### src/rtl/bosw_pkg.sv
package bosw_pkg;
  typedef enum logic [1:0] {
    OWN_SUP  = 2'd0,
    OWN_HAND = 2'd1,
    OWN_TEST = 2'd2,
    OWN_RET  = 2'd3
  } own_st_e;

  localparam int unsigned N_MST   = 2;
  localparam int unsigned MST_SUP = 0;
  localparam int unsigned MST_TST = 1;
endpackage

### src/rtl/bosw_ctrl.sv
module bosw_ctrl
  import bosw_pkg::*;
(
  input  logic    clk,
  input  logic    rst_n,
  input  logic    verify_done,
  input  logic    handover_req,
  input  logic    test_done,
  output own_st_e st
);
  own_st_e nxt;

  always_comb begin
    nxt = st;
    unique case (st)
      OWN_SUP:  if (handover_req && verify_done) nxt = OWN_HAND;
      OWN_HAND: nxt = OWN_TEST;
      OWN_TEST: if (test_done) nxt = OWN_RET;
      OWN_RET:  nxt = OWN_SUP;
      default:  nxt = OWN_SUP;
    endcase
  end

  always_ff @(posedge clk or negedge rst_n) begin
    if (!rst_n) st <= OWN_SUP;
    else        st <= nxt;
  end
endmodule

### src/rtl/bosw_decode.sv
module bosw_decode #(
  parameter int unsigned ADDR_W = 8
) (
  input  logic              valid,
  input  logic              we,
  input  logic [ADDR_W-1:0] addr,
  input  logic              owns,
  output logic              rom_rd,
  output logic              rom_wr,
  output logic              ram_acc
);
  logic hit;
  logic in_ram;

  assign hit     = valid && owns;
  assign in_ram  = addr[ADDR_W-1];
  assign rom_rd  = hit && !in_ram && !we;
  assign rom_wr  = hit && !in_ram && we;
  assign ram_acc = hit && in_ram;
endmodule

### src/rtl/bosw_route.sv
module bosw_route
  import bosw_pkg::*;
#(
  parameter int unsigned ADDR_W = 8,
  parameter int unsigned DATA_W = 16,
  localparam int unsigned WA_W  = ADDR_W - 1
) (
  input  logic [N_MST-1:0]             owns,
  input  logic [N_MST-1:0]             rom_rd,
  input  logic [N_MST-1:0]             ram_acc,
  input  logic [N_MST-1:0]             we,
  input  logic [N_MST-1:0][ADDR_W-1:0] addr,
  input  logic [N_MST-1:0][DATA_W-1:0] wdata,
  output logic                         rom_en,
  output logic [WA_W-1:0]              rom_addr,
  output logic                         ram_en,
  output logic                         ram_we,
  output logic [WA_W-1:0]              ram_addr,
  output logic [DATA_W-1:0]            ram_wdata
);
  always_comb begin
    rom_en    = 1'b0;
    rom_addr  = '0;
    ram_en    = 1'b0;
    ram_we    = 1'b0;
    ram_addr  = '0;
    ram_wdata = '0;
    for (int i = 0; i < N_MST; i++) begin
      if (owns[i]) begin
        rom_en    = rom_rd[i];
        rom_addr  = addr[i][WA_W-1:0];
        ram_en    = ram_acc[i];
        ram_we    = ram_acc[i] && we[i];
        ram_addr  = addr[i][WA_W-1:0];
        ram_wdata = wdata[i];
      end
    end
  end
endmodule

### src/rtl/bus_owner_switch.sv
module bus_owner_switch
  import bosw_pkg::*;
#(
  parameter int unsigned ADDR_W = 8,
  parameter int unsigned DATA_W = 16,
  localparam int unsigned WA_W  = ADDR_W - 1
) (
  input  logic              clk,
  input  logic              rst_n,
  input  logic              verify_done,
  input  logic              handover_req,
  input  logic              test_done,
  output logic              test_active,
  output logic              rom_wr_viol,
  input  logic              sup_valid,
  input  logic              sup_we,
  input  logic [ADDR_W-1:0] sup_addr,
  input  logic [DATA_W-1:0] sup_wdata,
  output logic              sup_ready,
  output logic [DATA_W-1:0] sup_rdata,
  input  logic              tst_valid,
  input  logic              tst_we,
  input  logic [ADDR_W-1:0] tst_addr,
  input  logic [DATA_W-1:0] tst_wdata,
  output logic              tst_ready,
  output logic [DATA_W-1:0] tst_rdata,
  output logic              rom_en,
  output logic [WA_W-1:0]   rom_addr,
  input  logic [DATA_W-1:0] rom_rdata,
  output logic              ram_en,
  output logic              ram_we,
  output logic [WA_W-1:0]   ram_addr,
  output logic [DATA_W-1:0] ram_wdata,
  input  logic [DATA_W-1:0] ram_rdata
);
  own_st_e st;

  logic [N_MST-1:0]             m_valid, m_we, owns;
  logic [N_MST-1:0]             rom_rd, rom_wr, ram_acc;
  logic [N_MST-1:0][ADDR_W-1:0] m_addr;
  logic [N_MST-1:0][DATA_W-1:0] m_wdata, m_rdata;
  logic                         bus_idle;

  assign m_valid = {tst_valid, sup_valid};
  assign m_we    = {tst_we, sup_we};
  assign m_addr  = {tst_addr, sup_addr};
  assign m_wdata = {tst_wdata, sup_wdata};

  bosw_ctrl u_ctrl (
    .clk          (clk),
    .rst_n        (rst_n),
    .verify_done  (verify_done),
    .handover_req (handover_req),
    .test_done    (test_done),
    .st           (st)
  );

  assign owns[MST_SUP] = (st == OWN_SUP);
  assign owns[MST_TST] = (st == OWN_TEST);
  assign bus_idle      = (st == OWN_HAND) || (st == OWN_RET);

  for (genvar g = 0; g < N_MST; g++) begin : g_mst
    bosw_decode #(.ADDR_W(ADDR_W)) u_dec (
      .valid   (m_valid[g]),
      .we      (m_we[g]),
      .addr    (m_addr[g]),
      .owns    (owns[g]),
      .rom_rd  (rom_rd[g]),
      .rom_wr  (rom_wr[g]),
      .ram_acc (ram_acc[g])
    );
    always_comb begin
      m_rdata[g] = '0;
      if (rom_rd[g])                 m_rdata[g] = rom_rdata;
      else if (ram_acc[g] && !m_we[g]) m_rdata[g] = ram_rdata;
    end
  end

  bosw_route #(.ADDR_W(ADDR_W), .DATA_W(DATA_W)) u_route (
    .owns      (owns),
    .rom_rd    (rom_rd),
    .ram_acc   (ram_acc),
    .we        (m_we),
    .addr      (m_addr),
    .wdata     (m_wdata),
    .rom_en    (rom_en),
    .rom_addr  (rom_addr),
    .ram_en    (ram_en),
    .ram_we    (ram_we),
    .ram_addr  (ram_addr),
    .ram_wdata (ram_wdata)
  );

  always_ff @(posedge clk or negedge rst_n) begin
    if (!rst_n)         rom_wr_viol <= 1'b0;
    else if (|rom_wr)   rom_wr_viol <= 1'b1;
  end

  assign test_active = owns[MST_TST];
  assign sup_ready   = !bus_idle;
  assign tst_ready   = !bus_idle;
  assign sup_rdata   = m_rdata[MST_SUP];
  assign tst_rdata   = m_rdata[MST_TST];
endmodule

### config.mk
export PLATFORM = sky130hd
export DESIGN_NAME = bus_owner_switch
export DESIGN_NICKNAME = d
export VERILOG_FILES = /design/src/rtl/bosw_pkg.sv /design/src/rtl/bosw_ctrl.sv /design/src/rtl/bosw_decode.sv /design/src/rtl/bosw_route.sv /design/src/rtl/bus_owner_switch.sv
export SDC_FILE = /design/constraint.sdc
export NUM_CORES = 1
export LEC_CHECK = 0
export ABC_CLOCK_PERIOD_IN_PS = 1800
export BUFFER_PORTS_ARGS = -buffer_cell sky130_fd_sc_hd__buf_2
export CORE_UTILIZATION = 33
export CTS_BUF_LIST = sky130_fd_sc_hd__clkbuf_4 sky130_fd_sc_hd__clkbuf_8
export DETAILED_ROUTE_END_ITERATION = 10
export GPL_TIMING_DRIVEN = 0
export PLACE_DENSITY = 0.86
export SLEW_MARGIN = 10
export SYNTH_ARGS = -nofsm -noshare
export SYNTH_HDL_FRONTEND = slang
export SYNTH_HIERARCHICAL = 1
export SYNTH_SLANG_ARGS = --single-unit
### constraint.sdc
create_clock -name clk -period 1.8 [get_ports clk]
set_clock_uncertainty 0.05 [all_clocks]
set_input_delay 0.09 -clock clk [delete_from_list [all_inputs] [get_ports clk]]
set_output_delay 0.09 -clock clk [all_outputs]
set_load 0.01 [all_outputs]
==> results.yml <==
worst_setup_path:
  crit_required_ps: 1660
  r2r_setup_slack_ps: 150
  r2r-end: "u_ctrl/st[1]"
  crit_chain: "nor2b_4 -> buf_4 -> clkbuf_4 -> a22o_1 -> buf_4 -> buf_4"
  rr_worst_depth: 6
  cpPeakStageDelay_ps: 420
  cp-end-kind: "output port"
  cp_common_cell: "buf_4"
  cp_max_fo: 10
  cp_slowest_cell: "dfrtp_2"
  worstPathArrival_ps: 1650
  worstReg2RegStart: "u_ctrl/st[1]"
  critPathKind: "reg -> out"
  crit_path_start_kind: "flop"
sta:
  period_share_pct: 99.4
  finalSetupViolations: 0
  tightest_slew_ps: 174
  fin_crit_ps: 1790
  fin_hold_ws_ps: 131
  worst_slack_ps: 11.0
  slew_headroom_pct: 88.4
  maxSlewViolCount: 0
  fmaxAchievable_mhz: 559
  finalHoldViolCount: 0
  setup_tns_ps: 0
  rsz0062_at_grt: "true"
detailed_routing:
  firstDrtPassIters: 4
  ant_nets: 0
  drc_errors: 0
  wirelength_mm: 4.86
  vias: 1869
  routed_via_density: 4.68
  post_drt_wl_per_cell_um: 12.2
  drt_iter0_drc: 62
global_route:
  grt_max_degree: 20
  grt_pass1_wl_mm: 6.76
  grt_usage_pct: 23.4
  grt.overflow.total: 0
  grt_pass1_vias: 1548
  antenna_found_initial: 0
floorplan:
  boundaryPins: 158
  die_y_um: 62.0
  num_rows: 21
  die-width_um: 62.0
  coreArea_sq_um: 3390
  initial_utilization_pct: 35.1
  die_area_sq_um: 3850
place:
  gp_congestion: 0.756
  dp_hpwl_mm: 3.83
  place_ws_ps: -212
  portBuffers: 157
logic_synthesis:
  synth_seq_cells: 3
  syn-num-nets: 267
  synthDistinctLibCells: 26
  synth_ff_type: "dfrtp_1"
  syn_avg_cell_area_sq_um: 6.75
  synth_edf_count: 0
  yosysSeqAreaShare_pct: 6.32
  yosysWarningCount: 6
  syn-cell-area_sq_um: 1190
  async_flop_share_pct: 100
  netlist_instances: 176
pwr:
  p_per_area_nw_per_um2: 1090
  p_leak_nw: 1.33
  ir_drop_v: 0.000831
run:
  drv_cap: 0
layout:
  mostFrequentLayoutCells: "158 x buf_2, 39 x nand2_1, 27 x o21ai_1, 26 x nand2b_1, 24 x buf_4"
  post-route-util_pct: 67.0
  nets: 445
  diodes: 0
  final_common_cell: "buf_2"
  syn2layout_area_growth_pct: 91.2
  drive_gt1_share_pct: 63.7
cts:
  cts_tree: "built"
  insertion_delay_ps: 230
  cts.sinks: 3
  cts-root-buf: "clkbuf_4"
  clkSlewWorstSetupHoldPaths_ps: 40
  numCtsBuffers: 3
  ctsLongestPathBuffers: 2
  htreeDepth: 1
worst_hold_path:
  hp-class: "in -> async"
outcome:
  status: "completed"
-- sequential cells by signal, indices dropped and copies added (netlist names) --
signal       flops
rom_wr_viol      1
u_ctrl/st        2
-- logic make-up after synthesis --
| group | count (synthesis) | share of synthesized area [%] |
|---|---|---|
| AND/OR/NAND/NOR | 86 | 41.9 |
| AO/OA/AOI/OAI | 60 | 33.6 |
| multiplexers | 1 | 1.26 |
| buffers and inverters | 24 | 14.8 |
| flip-flops | 3 | 6.32 |
| adder cells (fa/ha/maj) | 2 | 2.10 |
-- layer usage --
metal / track usage, % / wire (um) / up-vias
li1: - / - / 960
met1: 27.5 / 1960 / 833
met2: 45.6 / 2650 / 76
met3: 1.86 / 249 / 0
met4: 4.76 / 0 / 0
met5: 0 / 0 / -
-- worst max path at each step --
stage | startpoint | to | slack (ps) | cells after the start
2_1_floorplan | u_ctrl/st[1] | tst_rdata[10] | 30 | 5
3_3_place_gp | u_ctrl/st[1] | tst_rdata[10] | -230 | 7
3_5_place_dp | u_ctrl/st[1] | tst_rdata[11] | -210 | 7
4_1_cts | u_ctrl/st[1] | tst_rdata[10] | 0.6 | 6
5_1_grt | u_ctrl/st[0] | rom_addr[2] | -50 | 7
6_report | u_ctrl/st[1] | rom_addr[3] | 10 | 6
-- timing repair --
item | in CTS | in global routing
pin swaps | 3 | 6
setup buffers | 11 | 5
setup endpoints to repair | 65 | 43
hold buffers | 1 | 0
endpoints found under the hold margin | 3 | 0
resized for setup | 11 | 25
gates cloned | 1 | 0
-- cell type report --
type,instances,area [sq um]
fill,315,1120
multi-input combinational,149,982
timing repair buffer,175,933
buffer,19,180
sequential,3,77.6
tap,46,57.6
clock buffer,4,30.0
inverter,3,11.3
-- power breakdown --
| part | internal, W | switching [W] |
|---|---|---|
| clock network | 0.0000981 | 0.0000355 |
| registers | 0.000101 | 0.0000388 |
| logic | 0.00118 | 0.00103 |
-- synthesized netlist by cell type, types with 2 or more instances --
master / instances / area [sq um]
ha_1: 2 / 25.0
inv_1: 3 / 11.3
nor2b_1: 2 / 12.5
buf_4: 9 / 67.6
and4b_2: 2 / 22.5
and3_2: 2 / 15.0
nand2_1: 39 / 146
dfrtp_1: 3 / 75.1
and4bb_2: 2 / 25.0
buf_6: 6 / 67.6
o21ai_1: 28 / 140
o21ai_2: 2 / 17.5
o21ai_0: 6 / 30.0
buf_2: 5 / 25.0
nand2b_4: 2 / 27.5
nand2b_1: 26 / 163
a22o_1: 22 / 193
nand2b_2: 6 / 52.6
nand3_1: 2 / 10.0
-- worst max-delay path, delay by kind of cell, from the launching register on --
kind / cells / cell delay, ps
buf+inv: 4 / 590
flops: 1 / 420
simple gates: 1 / 150
compound gates: 1 / 240
-- through the flow --
stage / instance area [sq um] / cells / total power [W]
after floorplan: 1190 / 176 / 0.00134
after global placement: 2030 / 379 / 0.00198
after detailed placement: 2030 / 379 / 0.00201
after CTS: 2170 / 394 / 0.00236
after global routing: 2270 / 399 / 0.00269
final: 2270 / 399 / 0.00248
(Power assumes the default switching activity.)
